**config.mk**
```make
export PLATFORM = sky130hd
export DESIGN_NAME = zrun_expander
export DESIGN_NICKNAME = d
export VERILOG_FILES = /design/src/rtl/zrx_pkg.sv /design/src/rtl/zrx_datapath.sv /design/src/rtl/zrx_ctrl.sv /design/src/rtl/zrun_expander.sv
export SDC_FILE = /design/constraint.sdc
export NUM_CORES = 1
export LEC_CHECK = 0
export ABC_AREA = 1
export BUFFER_PORTS_ARGS = -buffer_cell sky130_fd_sc_hd__buf_2
export CORE_MARGIN = 2
export CORE_UTILIZATION = 30
export CTS_CLUSTER_SIZE = 10
export DETAILED_ROUTE_END_ITERATION = 10
export GPL_TIMING_DRIVEN = 0
export MAX_ROUTING_LAYER = met4
export PLACE_DENSITY_LB_ADDON = 0.2
export SYNTH_ARGS = -nofsm -noshare
export SYNTH_HDL_FRONTEND = slang
export SYNTH_SLANG_ARGS = --single-unit
```
**constraint.sdc**
```tcl
create_clock -name clk -period 2.8 [get_ports clk]
set_clock_uncertainty 0.15 [all_clocks]
set_input_delay 0.14 -clock clk [delete_from_list [all_inputs] [get_ports clk]]
set_output_delay 0.14 -clock clk [all_outputs]
set_load 0.01 [all_outputs]
```
**src/rtl/zrx_pkg.sv**
```systemverilog
package zrx_pkg;
  // Strobes from control to datapath, one cycle each
  typedef struct packed {
    logic load;     // capture a new code byte
    logic advance;  // step to the next bit of the current code
    logic take;     // one output bit transferred
    logic clear;    // flush request
  } zrxStrobe_t;
endpackage

```
**src/rtl/zrx_datapath.sv**
```systemverilog
module zrx_datapath
  import zrx_pkg::*;
#(
  parameter int PAY_W = 7,
  parameter int CNT_W = 24
) (
  input  logic             clk,
  input  logic             rstN,
  input  zrxStrobe_t       strobe,
  input  logic [PAY_W:0]   codeByte,
  output logic             lastBit,
  output logic             bitData,
  output logic [CNT_W-1:0] bitCount
);
  // A literal sends PAY_W bits; the counter holds bits left minus one
  localparam logic [PAY_W-1:0] LIT_LAST = PAY_W'(PAY_W - 1);

  logic [PAY_W-1:0] remain;
  logic [PAY_W-1:0] shReg;
  logic             isLit;

  always_ff @(posedge clk) begin
    if (!rstN || strobe.clear) begin
      remain <= '0;
      shReg  <= '0;
      isLit  <= 1'b0;
    end else if (strobe.load) begin
      isLit  <= codeByte[PAY_W];
      shReg  <= codeByte[PAY_W-1:0];
      remain <= codeByte[PAY_W] ? LIT_LAST : codeByte[PAY_W-1:0];
    end else if (strobe.advance) begin
      remain <= remain - 1'b1;
      shReg  <= {shReg[PAY_W-2:0], 1'b0};
    end
  end

  always_ff @(posedge clk) begin
    if (!rstN || strobe.clear) bitCount <= '0;
    else if (strobe.take)      bitCount <= bitCount + 1'b1;
  end

  assign lastBit = (remain == '0);
  assign bitData = isLit & shReg[PAY_W-1];
endmodule

```
**src/rtl/zrx_ctrl.sv**
```systemverilog
module zrx_ctrl
  import zrx_pkg::*;
(
  input  logic       clk,
  input  logic       rstN,
  input  logic       flush,
  input  logic       codeValid,
  input  logic       bitReady,
  input  logic       lastBit,
  output logic       codeReady,
  output logic       bitValid,
  output zrxStrobe_t strobe
);
  logic active;
  logic take;
  logic finish;

  assign bitValid  = active & ~flush;
  assign take      = bitValid & bitReady;
  assign finish    = take & lastBit;
  assign codeReady = ~flush & (~active | finish);

  always_comb begin
    strobe.clear   = flush;
    strobe.take    = take;
    strobe.load    = codeValid & codeReady;
    strobe.advance = take & ~lastBit;
  end

  always_ff @(posedge clk) begin
    if (!rstN || flush)   active <= 1'b0;
    else if (strobe.load) active <= 1'b1;
    else if (finish)      active <= 1'b0;
  end
endmodule

```
**src/rtl/zrun_expander.sv**
```systemverilog
module zrun_expander
  import zrx_pkg::*;
#(
  parameter int PAY_W = 7,
  parameter int CNT_W = 24
) (
  input  logic             clk,
  input  logic             rstN,
  input  logic             flush,
  input  logic             codeValid,
  input  logic [PAY_W:0]   codeByte,
  output logic             codeReady,
  output logic             bitValid,
  output logic             bitData,
  input  logic             bitReady,
  output logic [CNT_W-1:0] bitCount
);
  zrxStrobe_t strobe;
  logic       lastBit;

  zrx_ctrl u_ctrl (
    .clk       (clk),
    .rstN      (rstN),
    .flush     (flush),
    .codeValid (codeValid),
    .bitReady  (bitReady),
    .lastBit   (lastBit),
    .codeReady (codeReady),
    .bitValid  (bitValid),
    .strobe    (strobe)
  );

  zrx_datapath #(.PAY_W(PAY_W), .CNT_W(CNT_W)) u_dp (
    .clk      (clk),
    .rstN     (rstN),
    .strobe   (strobe),
    .codeByte (codeByte),
    .lastBit  (lastBit),
    .bitData  (bitData),
    .bitCount (bitCount)
  );
endmodule

```
Word level (Yosys, flattened, before mapping)
Index checks and enable logic that the tools add are counted.

Output and inout bits: 27. Input bits: 13. Register bits: 40.

Reductions and logical operators: 5. Multiplexer cells: 7. Add/subtract/negate cells: 2. Bitwise gates (word level): 11.

Operator list (count): two-way mux 7 bit (5); adder 24 x 1 -> 24 bit (second input constant) (1); bitwise AND 1 bit (7); zero test 7 bit (1); subtractor 7 x 1 -> 7 bit (second input constant) (1); nonzero test 2 bit (2); NOT 1 bit (3); two-way mux 1 bit (2); zero test 1 bit (1); logical OR 1 bit (1); bitwise OR 1 bit (1).

Logic depth before layout (Yosys ltp)
Word-level depth: 8. Gate-level depth with buffers: 11. Mapped depth without buffers: 11.

By module
From an unflattened synthesis, not the netlist that was laid out.

Cell total of the unflattened synthesis: 306. Area, all modules: 2068.2 um^2.

Modules (own cells, without submodules): zrx_datapath (times used 1, cells an instance 289, seq. area each 780.7 um^2, area each 1971.9 um^2); zrx_ctrl (times used 1, cells an instance 17, seq. area each 20.0 um^2, area each 96.3 um^2).

Worst setup path after synthesis
OpenSTA, ideal clock, no wires.

Path type: flip-flop to flip-flop. From: reg u_dp.remain[0]. To: reg u_dp.remain[0]. Stages on the path, launching flop included: 11. Arrival time: 1.381 ns. Setup time: 0.115 ns. Clock period less this slack: 1.646 ns. Setup slack: 1.154 ns. Cell sequence: dfxtp_1 > inv_1 > ha_1 > nand2_1 > nor2_2 > nand2_1 > nand2_2 > nand3_4 > buf_2 > a21oi_1 > nor2_1.

Longest elaborated chain between the ends: 6. Elaborated cells on any way between the ends: 11. Those cells by class: add/sub: 1; mux: 2; bitwise: 6; reduce/logical: 2.

Ends and longest elaborated chain: start: declaration (line zrx_datapath.sv:18) `logic [PAY_W-1:0] remain;`; start signal: assignment (line zrx_datapath.sv:30) `remain <= codeByte[PAY_W] ? LIT_LAST : codeByte[PAY_W-1:0];`; start signal: assignment (line zrx_datapath.sv:32) `remain <= remain - 1'b1;`; parallel branches: the longest is 6 deep, another holds subtractor 7 x 1 -> 7 bit.

Parallel ways; which one is timed is not known. The select of a mux whose other input is x is not followed. A chain may end at the register's enable or synchronous reset.

Worst setup path in the final report
From: reg u_dp.remain[0]. To: reg u_dp.shReg[2].

Longest elaborated chain between the ends: 6. Elaborated cells on any way between the ends: 9. Those cells by class: mux: 1; bitwise: 6; reduce/logical: 2.

Ends and longest elaborated chain: zero test 7 bit (*) (line zrx_datapath.sv:42) `assign lastBit = (remain == '0);`; bitwise AND 1 bit (line zrx_ctrl.sv:20) `assign finish = take & lastBit;`; bitwise OR 1 bit (line zrx_ctrl.sv:21) `assign codeReady = ~flush & (~active | finish);`; bitwise AND 1 bit (line zrx_ctrl.sv:21); bitwise AND 1 bit (line zrx_ctrl.sv:26) `strobe.load = codeValid & codeReady;`; two-way mux 7 bit / nonzero test 2 bit (equally long branches); end signal: assignment (line zrx_datapath.sv:29) `shReg <= codeByte[PAY_W-1:0];`; end signal: assignment (line zrx_datapath.sv:33) `shReg <= {shReg[PAY_W-2:0], 1'b0};`; end: declaration (line zrx_datapath.sv:19) `logic [PAY_W-1:0] shReg;`.

Mark *: on every way between the ends. The rest lies on a longest branch, timed or not.

==> results.json <==
{
  "syn_nets": 371,
  "cts_tree": "built",
  "yosysTopAreaCell": "dfxtp_1",
  "std_cell_rows": 31,
  "rsz0062_at_grt": "no",
  "finalWirelength_um": 6054,
  "leakage_uw": 0.001142,
  "tns_ns": 0,
  "coreArea_sq_mm": 0.007292,
  "die_height_um": 91.01,
  "netlist_area_sq_mm": 0.002271,
  "die_area_sq_mm": 0.008282,
  "synth.avg_cell_area_sq_um": 6.397,
  "maxCapViolations": 0,
  "critPathRequiredTime_ns": 2.89,
  "area_growth_pct": 20.33,
  "critPathBufInv": 2,
  "slew_viol_final": 0,
  "grt.overflow.total": 0,
  "grt_max_degree": 13,
  "hold_ws_ns": 0.006979,
  "post-route-period-util_pct": 72.21,
  "post-route-drc-count": 0,
  "initial_core_util_pct": 31.14,
  "fmax_mhz": 494.6,
  "routedWlPerCell_um": 11.96,
  "nets": 422,
  "slowest_delay_ns": 0.49,
  "dp_hpwl_um": 4605,
  "port-buffer-count": 39,
  "insertion_delay_ns": 0.29,
  "slowest_stage": "o21ai_1",
  "crit_arrival_ns": 2.11,
  "drtPass1Iterations": 4,
  "chipWidth_um": 91.01,
  "path_depth": 9,
  "clk_pin_slew_ns": 0.08,
  "critical_path.max_fanout": 10,
  "grt_usage_pct": 15.63,
  "min_path_type": "in2reg",
  "first_global_vias": 2141,
  "drive_above_1_share_pct": 16.46,
  "layout_setup_ws_ns": 0.7781,
  "gp_congestion": 0.8968,
  "cellPowerDensity_mw_per_mm2": 400.5,
  "seq_area_frac_synth_pct": 35.26,
  "clockBufferDepth": 2,
  "dr_total_vias": 2323,
  "worst_setup_path_start_kind": "flop",
  "ys_seq_elements": 40,
  "cp_common_cell": "nand2_1",
  "synth.distinct_cells": 34,
  "numCtsBuffers": 5,
  "boundaryPins": 40,
  "tightest_slew_ns": 0.5791,
  "netlist_instances": 355,
  "routed_via_density": 4.591,
  "vdd_drop_max_mv": 0.1343,
  "outcome": "complete, no violations",
  "slew-limit-headroom_pct": 61.13,
  "drt-initial-drc-count": 134,
  "holdPathStages": 3,
  "synthTopCellsByArea": "dfxtp_1 (35%), nand2_1 (17%), nor2_1 (8.6%), inv_1 (6.6%), a21oi_1 (5.3%)",
  "crit_family": "compound AO/OA/AOI/OAI gates",
  "netlist.area_leader.share_pct": 35.26,
  "post_cts_buffers": 0,
  "fin_crit_ns": 2.022,
  "cts-htree-levels": 2,
  "diodes": 0,
  "hold_violations": 0,
  "crit_path_end_kind": "flop",
  "r2r_cells": 9,
  "grt_pass1_wl_um": 10360,
  "antenna_found_initial": 0,
  "crit_chain": "inv_1, ha_1, nand2_1, o21ai_1, buf_2, nand2_1, nand3_1, nand2_1, nor2_1",
  "ant_nets": 0,
  "cts.sinks": 40,
  "post-place-ws_ns": 0.8335,
  "setup_viol": 0,
  "cts-root-buf": "clkbuf_8",
  "ys_warn_count": 0,
  "critical_path_class": "reg2reg"
}
[cell usage in the layout (no fill, tap or decap)]
master | synthesis | layout
nand2_1 | 104 | 104
nor2_1 | 52 | 52
buf_2 | 2 | 41
inv_1 | 40 | 40
dfxtp_1 | 40 | 40
a21oi_1 | 24 | 24
nand3_1 | 23 | 23
o21ai_0 | 9 | 9
nand4_1 | 8 | 8
xor2_1 | 7 | 7
nor3_1 | 6 | 6
clkbuf_8 | 0 | 6
clkbuf_1 | 5 | 5
dlygate4sd3_1 | 0 | 5
nor2_2 | 4 | 4
nand3b_1 | 4 | 4
ha_1 | 3 | 3
inv_2 | 2 | 2
o21ai_1 | 2 | 2
or2_2 | 2 | 2
nor2_4 | 2 | 2
nor4_1 | 2 | 2
clkinv_2 | 0 | 2
nand3_2 | 1 | 1
a21oi_2 | 1 | 1
buf_4 | 1 | 1
nand2_2 | 1 | 1
nand3_4 | 1 | 1
o21bai_1 | 1 | 1
buf_6 | 1 | 1
and2_1 | 1 | 1
nand4_2 | 1 | 1
nor3_2 | 1 | 1
a31oi_1 | 1 | 1
nor3b_1 | 1 | 1
a211oi_1 | 1 | 1
o21a_1 | 1 | 1
[tightest hold or removal path: cells and delay by family]
family,cells,cell delay (ns)
buffers and inverters,1,0.11
AND/OR/NAND/NOR,1,0.10
AO/OA/AOI/OAI,1,0.06
[state kept, by name (all words and copies together), names as in the netlist]
| name | flops |
|---|---|
| u_dp.shReg | 7 |
| u_dp.remain | 7 |
| u_dp.bitCount | 24 |
| u_dp.isLit | 1 |
| u_ctrl.active | 1 |
[synthesized netlist by cell type, drive strengths merged]
cell type	instances
nor2	58
o21ai	11
dfxtp	40
a31oi	1
inv	42
o21bai	1
or2	2
ha	3
nor3b	1
o21a	1
xor2	7
nor4	2
nand4	9
nand2	105
and2	1
a211oi	1
nor3	7
clkbuf	5
nand3b	4
nand3	25
buf	4
a21oi	25
[metrics by stage]
step / total power [uW] / utilization [%] / cell area [sq um] / std cells
2_1_floorplan: 661.5 / - / 2271 / 355
3_3_place_gp: 694.5 / 35.52 / 2590 / 493
3_5_place_dp: 694.9 / 35.52 / 2590 / 493
4_1_cts: 1110 / 37.47 / 2733 / 506
5_1_grt: 1155 / 37.47 / 2733 / 506
6_report: 1094 / 37.47 / 2733 / 506
[timing repair]
action	CTS	global route
endpoints found under the hold margin	6	0
hold buffers	5	0
resized for setup	0	0
[final cells by class]
cell class	count	area, sq um
fill	834	4559
multi-input combinational	264	1265
sequential	40	800.8
timing repair buffer	44	245.2
inverter	42	157.7
tap	99	123.9
clock buffer	6	82.58
buffer	9	47.55
clock inverter	2	10.01
[metal layers]
layer | global-route usage (%) | vias up | wire, um
li1 | - | 1227 | -
met1 | 21.46 | 1043 | 3048
met2 | 24.20 | 48 | 2751
met3 | 2.573 | 5 | 226
met4 | 3.535 | 0 | 28
met5 | - | - | 0
[kinds of logic (layout without fill, tap and decap cells)]
| kind of cell | after synthesis | in the layout | share of synthesized area [%] |
|---|---|---|---|
| adders and majority gates | 3 | 3 | 1.653 |
| AOI/OAI and AO/OA | 40 | 40 | 9.367 |
| DFF | 40 | 40 | 35.26 |
| xor gates and xnor gates | 7 | 7 | 2.700 |
| buffers and inverters | 51 | 103 | 9.036 |
| and+or+nand+nor | 214 | 214 | 41.98 |
[where the power goes]
part	internal [uW]	switching (uW)	leakage, uW
combinational	40.5	66.6	0.000768
clock	197	210	0.0000510
sequential	575	5.18	0.000323
total	813	282	0.00114
[path summary, 6_finish.rpt]
check / startpoint / end / slack, ns
worst min register to register: u_dp.isLit / u_dp.isLit / 0.32
worst max register to register: u_dp.remain[0] / u_dp.shReg[2] / 0.78
worst min-delay path: codeByte[6] / u_dp.remain[6] / 0.007
worst max-delay path: u_dp.remain[0] / u_dp.shReg[2] / 0.78
Note: power is estimated with default switching activity, not from simulation.
